==> src/rtl/evcnt_pkg.sv <==
// Package: shared constants for the event counter.
// Assumes status vector ordering is fixed: target, event, timeout.
package evcnt_pkg;
    localparam int ST_TARGET  = 0;
    localparam int ST_EVENT   = 1;
    localparam int ST_TIMEOUT = 2;
    localparam int ST_W       = 3;
    localparam int IRQ_W      = 2;
endpackage

==> src/rtl/evcnt_filter.sv <==
// Module: synchronizes an asynchronous line, optionally inverts it and
// rejects level changes shorter than thresh*2^SCALE_LOG+1 clocks.
// Emits one-cycle rise/fall pulses on accepted changes.
// Assumes: while track_i is high the output follows the input with no pulses.
module evcnt_filter #(
    parameter int FILT_W    = 8,
    parameter int SCALE_LOG = 3
) (
    input  logic              clk,
    input  logic              rst_n,
    input  logic              raw_i,
    input  logic              invert_i,
    input  logic [FILT_W-1:0] thresh_i,
    input  logic              track_i,
    output logic              level_o,
    output logic              rise_o,
    output logic              fall_o
);
    localparam int RUN_W = FILT_W + SCALE_LOG + 1;

    logic             sync1_q, sync2_q;
    logic             inv_s;
    logic [RUN_W-1:0] need_s;
    logic [RUN_W-1:0] run_q;
    logic [RUN_W-1:0] run_inc_s;
    logic             level_q, rise_q, fall_q;

    // Two-flop synchronizer for the external line.
    always_ff @(posedge clk) begin
        if (!rst_n) begin
            sync1_q <= 1'b0;
            sync2_q <= 1'b0;
        end else begin
            sync1_q <= raw_i;
            sync2_q <= sync1_q;
        end
    end

    // Polarity select and required stable length.
    always_comb begin
        inv_s     = sync2_q ^ invert_i;
        need_s    = {1'b0, thresh_i, {SCALE_LOG{1'b0}}} + RUN_W'(1);
        run_inc_s = run_q + RUN_W'(1);
    end

    // Count how long the input has differed from the filtered level.
    always_ff @(posedge clk) begin
        if (!rst_n) begin
            level_q <= 1'b0;
            run_q   <= '0;
            rise_q  <= 1'b0;
            fall_q  <= 1'b0;
        end else begin
            rise_q <= 1'b0;
            fall_q <= 1'b0;
            if (track_i) begin
                level_q <= inv_s;
                run_q   <= '0;
            end else if (inv_s == level_q) begin
                run_q <= '0;
            end else if (run_inc_s >= need_s) begin
                level_q <= inv_s;
                rise_q  <= inv_s;
                fall_q  <= ~inv_s;
                run_q   <= '0;
            end else begin
                run_q <= run_inc_s;
            end
        end
    end

    assign level_o = level_q;
    assign rise_o  = rise_q;
    assign fall_o  = fall_q;

    // the filtered level only ever moves to the present input level.
    p_level_follows_r6: assert property (@(posedge clk) disable iff (!rst_n)
        !$stable(level_q) |-> level_q == $past(inv_s));

    // a pulse is reported only together with a level change.
    p_pulse_on_change_r6: assert property (@(posedge clk) disable iff (!rst_n)
        (rise_q || fall_q) |-> !$stable(level_q));
endmodule

==> src/rtl/evcnt_counter.sv <==
// Module: up/down event counter with start load and target detection.
// Assumes ev_i is already masked off during a load cycle.
module evcnt_counter #(
    parameter int CNT_W = 16
) (
    input  logic             clk,
    input  logic             rst_n,
    input  logic             load_i,
    input  logic [CNT_W-1:0] start_i,
    input  logic             ev_i,
    input  logic             down_i,
    input  logic [CNT_W-1:0] target_i,
    output logic [CNT_W-1:0] value_o,
    output logic             tgt_hit_o
);
    localparam logic [CNT_W-1:0] ONE = CNT_W'(1);

    logic [CNT_W-1:0] cur_q, nxt_s;
    logic             hit_q;

    // Next value after one event in the selected direction.
    always_comb nxt_s = down_i ? (cur_q - ONE) : (cur_q + ONE);

    // Value register and one-shot target hit.
    always_ff @(posedge clk) begin
        if (!rst_n) begin
            cur_q <= '0;
            hit_q <= 1'b0;
        end else begin
            hit_q <= 1'b0;
            if (load_i) begin
                cur_q <= start_i;
            end else if (ev_i) begin
                cur_q <= nxt_s;
                hit_q <= (nxt_s == target_i);
            end
        end
    end

    assign value_o   = cur_q;
    assign tgt_hit_o = hit_q;

    // each event moves the value by exactly one.
    p_step_one_r5: assert property (@(posedge clk) disable iff (!rst_n)
        (ev_i && !load_i) |=> ((cur_q - $past(cur_q)) == ONE) || (($past(cur_q) - cur_q) == ONE));

    // without event or load the value holds.
    p_hold_r13: assert property (@(posedge clk) disable iff (!rst_n)
        (!ev_i && !load_i) |=> $stable(cur_q));

    // a target hit coincides with the value equal to the target.
    p_hit_match_r8: assert property (@(posedge clk) disable iff (!rst_n)
        hit_q |-> cur_q == $past(target_i));

    // load brings in the start value.
    p_load_r2: assert property (@(posedge clk) disable iff (!rst_n)
        load_i |=> cur_q == $past(start_i));
endmodule

==> src/rtl/evcnt_timing.sv <==
// Module: measures clocks between events (saturating) and raises a
// one-shot timeout after a programmed stretch with no event.
// Assumes load_i and ev_i are never high together.
module evcnt_timing #(
    parameter int CNT_W = 16
) (
    input  logic             clk,
    input  logic             rst_n,
    input  logic             load_i,
    input  logic             run_i,
    input  logic             ev_i,
    input  logic             tmo_en_i,
    input  logic [CNT_W-1:0] tmo_len_i,
    output logic [CNT_W-1:0] interval_o,
    output logic             tmo_o
);
    localparam logic [CNT_W-1:0] MAXV = '1;
    localparam logic [CNT_W-1:0] ONE  = CNT_W'(1);

    logic [CNT_W-1:0] gap_q, ival_q, tcnt_q;
    logic             have_prev_q, tmo_q;

    // Interval measurement between successive events.
    always_ff @(posedge clk) begin
        if (!rst_n) begin
            gap_q       <= '0;
            ival_q      <= '0;
            have_prev_q <= 1'b0;
        end else if (load_i) begin
            gap_q       <= '0;
            ival_q      <= '0;
            have_prev_q <= 1'b0;
        end else if (ev_i) begin
            if (have_prev_q) ival_q <= gap_q;
            have_prev_q <= 1'b1;
            gap_q       <= ONE;
        end else if (run_i && gap_q != MAXV) begin
            gap_q <= gap_q + ONE;
        end
    end

    // No-event timeout counter, fires once per quiet stretch.
    always_ff @(posedge clk) begin
        if (!rst_n) begin
            tcnt_q <= '0;
            tmo_q  <= 1'b0;
        end else begin
            tmo_q <= 1'b0;
            if (load_i || ev_i || !tmo_en_i) begin
                tcnt_q <= '0;
            end else if (run_i && tmo_len_i != '0 && tcnt_q < tmo_len_i) begin
                tcnt_q <= tcnt_q + ONE;
                tmo_q  <= ((tcnt_q + ONE) == tmo_len_i);
            end
        end
    end

    assign interval_o = ival_q;
    assign tmo_o      = tmo_q;

    // the gap counter stays saturated until an event or load.
    p_gap_sat_r11: assert property (@(posedge clk) disable iff (!rst_n)
        (gap_q == MAXV && !ev_i && !load_i) |=> gap_q == MAXV);

    // the timeout pulse is never two cycles long.
    p_tmo_once_r10: assert property (@(posedge clk) disable iff (!rst_n)
        tmo_q |=> !tmo_q);

    // no timeout without the enable.
    p_tmo_armed_r10: assert property (@(posedge clk) disable iff (!rst_n)
        tmo_q |-> $past(tmo_en_i));
endmodule

==> src/rtl/evcnt_top.sv <==
// Module: filtered edge/pulse event counter top level.
// Combines the filter, the counter and the timing unit, and holds
// the sticky status flags and the interrupt output.
// Assumes configuration is stable while enable is high.
module evcnt_top
    import evcnt_pkg::*;
#(
    parameter int CNT_W     = 16,
    parameter int FILT_W    = 8,
    parameter int SCALE_LOG = 3
) (
    input  logic              clk,
    input  logic              rst_n,
    input  logic              sig_in,
    input  logic              cfg_invert,
    input  logic [FILT_W-1:0] cfg_filter,
    input  logic              cfg_both_edges,
    input  logic              cfg_down,
    input  logic [CNT_W-1:0]  cfg_start,
    input  logic [CNT_W-1:0]  cfg_target,
    input  logic              cfg_tmo_en,
    input  logic [CNT_W-1:0]  cfg_tmo_len,
    input  logic [IRQ_W-1:0]  irq_en,
    input  logic              enable,
    input  logic              reload,
    input  logic [ST_W-1:0]   clr_status,
    output logic [CNT_W-1:0]  cnt_value,
    output logic [CNT_W-1:0]  edge_gap,
    output logic [ST_W-1:0]   status,
    output logic              irq
);
    logic            en_q;
    logic            load_s, ev_s;
    logic            level_s, rise_s, fall_s;
    logic            hit_s, tmo_s;
    logic [ST_W-1:0] set_s;
    logic [ST_W-1:0] status_q;

    // Remember enable to find its rising edge.
    always_ff @(posedge clk) begin
        if (!rst_n) en_q <= 1'b0;
        else        en_q <= enable;
    end

    // Load and event qualification.
    always_comb begin
        load_s = reload | (enable & ~en_q);
        ev_s   = enable & ~load_s & (rise_s | (cfg_both_edges & fall_s));
    end

    evcnt_filter #(.FILT_W(FILT_W), .SCALE_LOG(SCALE_LOG)) u_filter (
        .clk      (clk),
        .rst_n    (rst_n),
        .raw_i    (sig_in),
        .invert_i (cfg_invert),
        .thresh_i (cfg_filter),
        .track_i  (~enable),
        .level_o  (level_s),
        .rise_o   (rise_s),
        .fall_o   (fall_s)
    );

    evcnt_counter #(.CNT_W(CNT_W)) u_counter (
        .clk       (clk),
        .rst_n     (rst_n),
        .load_i    (load_s),
        .start_i   (cfg_start),
        .ev_i      (ev_s),
        .down_i    (cfg_down),
        .target_i  (cfg_target),
        .value_o   (cnt_value),
        .tgt_hit_o (hit_s)
    );

    evcnt_timing #(.CNT_W(CNT_W)) u_timing (
        .clk        (clk),
        .rst_n      (rst_n),
        .load_i     (load_s),
        .run_i      (enable),
        .ev_i       (ev_s),
        .tmo_en_i   (cfg_tmo_en),
        .tmo_len_i  (cfg_tmo_len),
        .interval_o (edge_gap),
        .tmo_o      (tmo_s)
    );

    // Set vector gathered in status bit order.
    always_comb begin
        set_s              = '0;
        set_s[ST_TARGET]   = hit_s;
        set_s[ST_EVENT]    = ev_s;
        set_s[ST_TIMEOUT]  = tmo_s;
    end

    // Sticky status, a new set wins over a clear in the same cycle.
    always_ff @(posedge clk) begin
        if (!rst_n) status_q <= '0;
        else        status_q <= (status_q & ~clr_status) | set_s;
    end

    assign status = status_q;
    assign irq    = |(status_q[IRQ_W-1:0] & irq_en);

    // a status bit falls only through its clear strobe.
    generate
        for (genvar b = 0; b < ST_W; b++) begin : g_sticky
            p_sticky_r9: assert property (@(posedge clk) disable iff (!rst_n)
                (status_q[b] && !clr_status[b]) |=> status_q[b]);
        end
    endgenerate

    // no event bit is raised while disabled.
    p_quiet_disabled_r13: assert property (@(posedge clk) disable iff (!rst_n)
        (!enable && !status_q[ST_EVENT]) |=> !status_q[ST_EVENT]);

    // the timeout bit alone never raises the interrupt.
    p_irq_src_r12: assert property (@(posedge clk) disable iff (!rst_n)
        (status_q[IRQ_W-1:0] == '0) |-> !irq);
endmodule

==> config.mk <==
export PLATFORM = sky130hd
export DESIGN_NAME = evcnt_top
export DESIGN_NICKNAME = d
export VERILOG_FILES = /design/src/rtl/evcnt_pkg.sv /design/src/rtl/evcnt_filter.sv /design/src/rtl/evcnt_counter.sv /design/src/rtl/evcnt_timing.sv /design/src/rtl/evcnt_top.sv
export SDC_FILE = /design/constraint.sdc
export NUM_CORES = 1
export LEC_CHECK = 0
export BUFFER_PORTS_ARGS = -buffer_cell sky130_fd_sc_hd__buf_2
export CELL_PAD_IN_SITES_DETAIL_PLACEMENT = 1
export CELL_PAD_IN_SITES_GLOBAL_PLACEMENT = 1
export CORE_ASPECT_RATIO = 0.5
export CORE_MARGIN = 2
export CORE_UTILIZATION = 38
export CTS_CLUSTER_DIAMETER = 80
export DETAILED_ROUTE_END_ITERATION = 8
export PLACE_DENSITY_LB_ADDON = 0.1
export REMOVE_ABC_BUFFERS = 1
export SYNTH_ARGS = -nofsm -noshare
export SYNTH_HDL_FRONTEND = slang
export SYNTH_HIERARCHICAL = 1
export SYNTH_SLANG_ARGS = --single-unit
==> constraint.sdc <==
create_clock -name clk -period 3.06 [get_ports clk]
set_clock_uncertainty 0.15 [all_clocks]
set_input_delay 0.612 -clock clk [delete_from_list [all_inputs] [get_ports clk]]
set_output_delay 0.612 -clock clk [all_outputs]
set_load 0.01 [all_outputs]
==> results by stage <==
Final layout:
- Excluding fillers, the count of instances in the completed layout stands at 1,047.
- The share of post-route cells with drive strength above 1 is 23.8%.
- The area overhead of the layout relative to synthesis is 23.8%.
- The finished layout cell area is 7180 µm².
- At the end of the flow, the number of nets in the layout was 956.
- Cells fill 48.9% of the core in the end.

Clock tree:
- The clock passes through at most 2 buffers.
- In this run the clock root is driven by a sky130_fd_sc_hd__clkbuf_16.
- The clock tree from TritonCTS is built.
- The worst-skew pair later-pin latency is 0.35 ns.
- Counting every sink on the clock net gives 88.
- The number of buffers created by CTS is 9.
- After clock tree synthesis, the clock-pin slew on the worst setup and hold paths is 0.07 ns.
- The count of hold-fix buffers inserted at cts is 0.
- The CTS H-tree depth is 3.

Route:
- The average detailed-routed wire length per instance is 15.9 µm.
- In the routed design, unresolved DRC markers number 0.
- Dividing the detail-routed via count by the number of cells gives 5.30.
- The routed layout has 5,551 vias.
- The first routing iteration left 179 violations.
- The total wire length after detailed routing is 16,700 µm.
- The pre-antenna-repair detailed-routing pass consisted of 4 iterations.
- The count of nets left with antenna violations after detail routing is 0.

Placed design:
- The half-perimeter wire length after placement is 13,200 µm.
- The routability-driven placement congestion ratio is 0.847.
- During placement, the flow inserted port buffers numbering 105.
- The cell total after placement is 1,029.
- Once placement finished, the instance area stood at 6860 µm².

Global route:
- Entering global routing, the biggest net connects 33 pins.
- The wire length of the first global-routing pass is 27,700 µm.
- The via count of the first global-routing pass is 5,575.
- The global-route usage over all layers is 21.4%.
- The initial antenna violation count is 1.
- The remaining global-route overflow is 0.

Die:
- The initial standard-cell utilization of the core is 39.5%.
- The floorplan step defined a die boundary enclosing 16,300 µm².
- The x dimension of the die is 179 µm.
- The die extent in y is 91.4 µm.
- The floorplan step defined a core boundary enclosing 14,700 µm².
- The number of core rows is 31.
- The number of ports placed on the die boundary is 106.

Min path:
- In this run the worst hold path is classified as reg -> reg.

STA:
- Setup violations remaining at the end of the flow were counted as 0.
- The worst pin sits at a relative slew slack of 60.1%.
- Subtracting the final worst setup slack from the clock period gives 2.94 ns.
- The max-slew violation count is 0.
- The final critical-path share of the clock period is 96.1%.
- The measured slew at the worst slew-check pin is 0.598 ns.
- Based on the critical path, the design can be clocked at up to 340 MHz.
- The aggregate negative setup slack is 0 ns.
- The hold violation total from the final report was 0.
- Setup repair after global routing left no endpoint under its margin.

Critical path:
- STA classifies the critical path startpoint as an input port.
- For the worst setup path, the data required time is 3.15 ns.
- The worst setup path is captured at a flop.
- The peak fanout along the critical path is 7.
- The critical path arrival is 3.04 ns.
- By startpoint and endpoint, the worst setup path is classified as in -> reg.

Logic synthesis:
- The prevailing post-synth register cell is sky130_fd_sc_hd__dfxtp_1.
- In this run, synthesis produced a sequential element count of 88.
- Counting distinct cell types in the post-synthesis netlist gives 71.
- The cell area after technology mapping is 5800 µm².
- Counting flops with a built-in enable in the synthesized netlist gives 0.
- The sequential fraction of the synthesis area is 30.4%.
- The post-synthesis area per instance is 8.29 µm².
- The synthesis warning total is 6.
- Synthesis handed over a netlist of 700 instances.
- Of all flip-flops after synthesis, the portion carrying an async set or reset was 0%.

Run status:
- The run finished with clean final reports.

Power:
- The worst-case IR drop observed on VDD is 0.252 mV.
- The power density over the cells is 392 nW/µm².
- The total leakage power is 2.98 nW.

Job:
- Max-cap violations in this run came to 0.
==> path summary, 6_finish.rpt <==
kind | start | to | slack, ns | depth (start not counted)
setup reg to reg | u_counter/value_o[1]$_SDFFE_PN0P_ | u_counter/tgt_hit_o$_SDFF_PP0_ | 0.25 | 9
hold reg to reg | u_timing/tmo_o$_SDFF_PP0_ | status[2]$_SDFF_PN0_ | 0.30 | 1
setup / recovery | cfg_down | u_counter/tgt_hit_o$_SDFF_PP0_ | 0.12 | 11
hold / removal | u_timing/tmo_o$_SDFF_PP0_ | status[2]$_SDFF_PN0_ | 0.30 | 1
==> cell families after synthesis <==
logic type | share of synthesized area, %
compound gates | 17.4
xor+xnor | 10.9
fa+ha+maj | 9.40
buf+inv | 5.11
flops | 30.4
mux | 2.95
other cells | 0.0646
simple gates | 23.9
==> flip-flops by register name, summed over array words and instances (netlist names), 3 cells and up <==
name / cells
u_timing/interval_o: 16
u_timing/gap_q: 16
status: 3
u_counter/value_o: 16
u_filter/run_q: 12
u_timing/tcnt_q: 16
==> what timing repair did <==
action                                  4_1_cts  5_1_grt
pin swaps                                     0        1
endpoints found under the setup margin        1        2
gates resized for setup                       1        6
buffers inserted                              0        1
==> stage by stage <==
| stage | setup WS [ns] | power, mW | hold WS (ns) |
|---|---|---|---|
| floorplan | -1.16 | 1.51 | 0.262 |
| global placement | -0.216 | 1.74 | 0.276 |
| detailed placement | -0.394 | 1.76 | 0.281 |
| CTS | 0.0208 | 2.85 | 0.298 |
| global route | 0.00487 | 2.97 | 0.311 |
| finish | 0.118 | 2.82 | 0.299 |
==> where the power goes <==
group          switching [mW]  internal, mW
Combinational           0.294         0.264
Clock                   0.478         0.599
Sequential             0.0180          1.17
Total                   0.789          2.03
==> cell type report <==
type | count | area (µm²)
multi-input combinational | 542 | 3790
clock inverter | 3 | 23.8
clock buffer | 13 | 260
tap | 198 | 248
sequential | 88 | 1760
timing repair buffer | 157 | 928
inverter | 45 | 169
antenna | 1 | 2.50
fill | 1806 | 7520
==> synth_stat cells (10+ instances only) <==
cell                       number  area share, %
sky130_fd_sc_hd__dfxtp_1       88             30
sky130_fd_sc_hd__nand2_1       65            4.2
sky130_fd_sc_hd__a21oi_1       63            5.4
sky130_fd_sc_hd__nor2_1        49            3.2
sky130_fd_sc_hd__xnor2_1       44            6.6
sky130_fd_sc_hd__inv_1         43            2.8
sky130_fd_sc_hd__ha_1          42            9.1
sky130_fd_sc_hd__xor2_1        28            4.2
sky130_fd_sc_hd__nand3_1       26            2.2
sky130_fd_sc_hd__o31ai_1       20            2.6
sky130_fd_sc_hd__o21ai_0       17            1.5
sky130_fd_sc_hd__mux2i_1       16            2.8
sky130_fd_sc_hd__nand4_1       16            1.7
sky130_fd_sc_hd__nor3_1        15            1.3
sky130_fd_sc_hd__or4_1         15            1.9
sky130_fd_sc_hd__clkbuf_1      14           0.91
sky130_fd_sc_hd__nor2b_1       13            1.4
sky130_fd_sc_hd__or3_1         10            1.1
==> per-layer routing <==
metal | part of all wire (%) | up-vias | track usage [%] | routed length [µm]
met1 | 44 | 2668 | 25.7 | 7370
met3 | 3.4 | 19 | 5.03 | 575
met2 | 51 | 72 | 38.4 | 8520
met5 | 0 | - | 0 | 0
li1 | - | 2792 | - | -
met4 | 1.4 | 0 | 5.15 | 230
==> cells in the final DEF (no fill, tap or decap), drive strengths merged, types with 4 or more instances in the layout <==
cell / count
and2: 6
a2111oi: 4
o31ai: 20
nor3: 15
o21a: 5
a21oi: 66
nand3: 28
nand4: 16
and4: 6
nor4: 10
or3: 10
nor2: 49
inv: 45
and3: 7
xnor2: 44
nor2b: 13
a211oi: 10
nand2b: 5
nand2: 65
clkbuf: 13
mux2i: 16
buf: 157
ha: 42
or4: 15
o211ai: 5
o21ai: 17
dfxtp: 88
xor2: 28
==> worst max-delay path: stages <==
cell                        delay [ns]
sky130_fd_sc_hd__buf_2            0.14
sky130_fd_sc_hd__buf_4            0.17
sky130_fd_sc_hd__ha_1             0.34
sky130_fd_sc_hd__a21oi_2          0.19
sky130_fd_sc_hd__o31ai_2          0.11
sky130_fd_sc_hd__a2111o_1         0.43
sky130_fd_sc_hd__a21oi_2          0.20
sky130_fd_sc_hd__xnor2_2          0.16
sky130_fd_sc_hd__o2111ai_1        0.11
sky130_fd_sc_hd__nand4b_1         0.23
sky130_fd_sc_hd__a2111oi_2        0.34
Power figures use the tool's default switching activity.
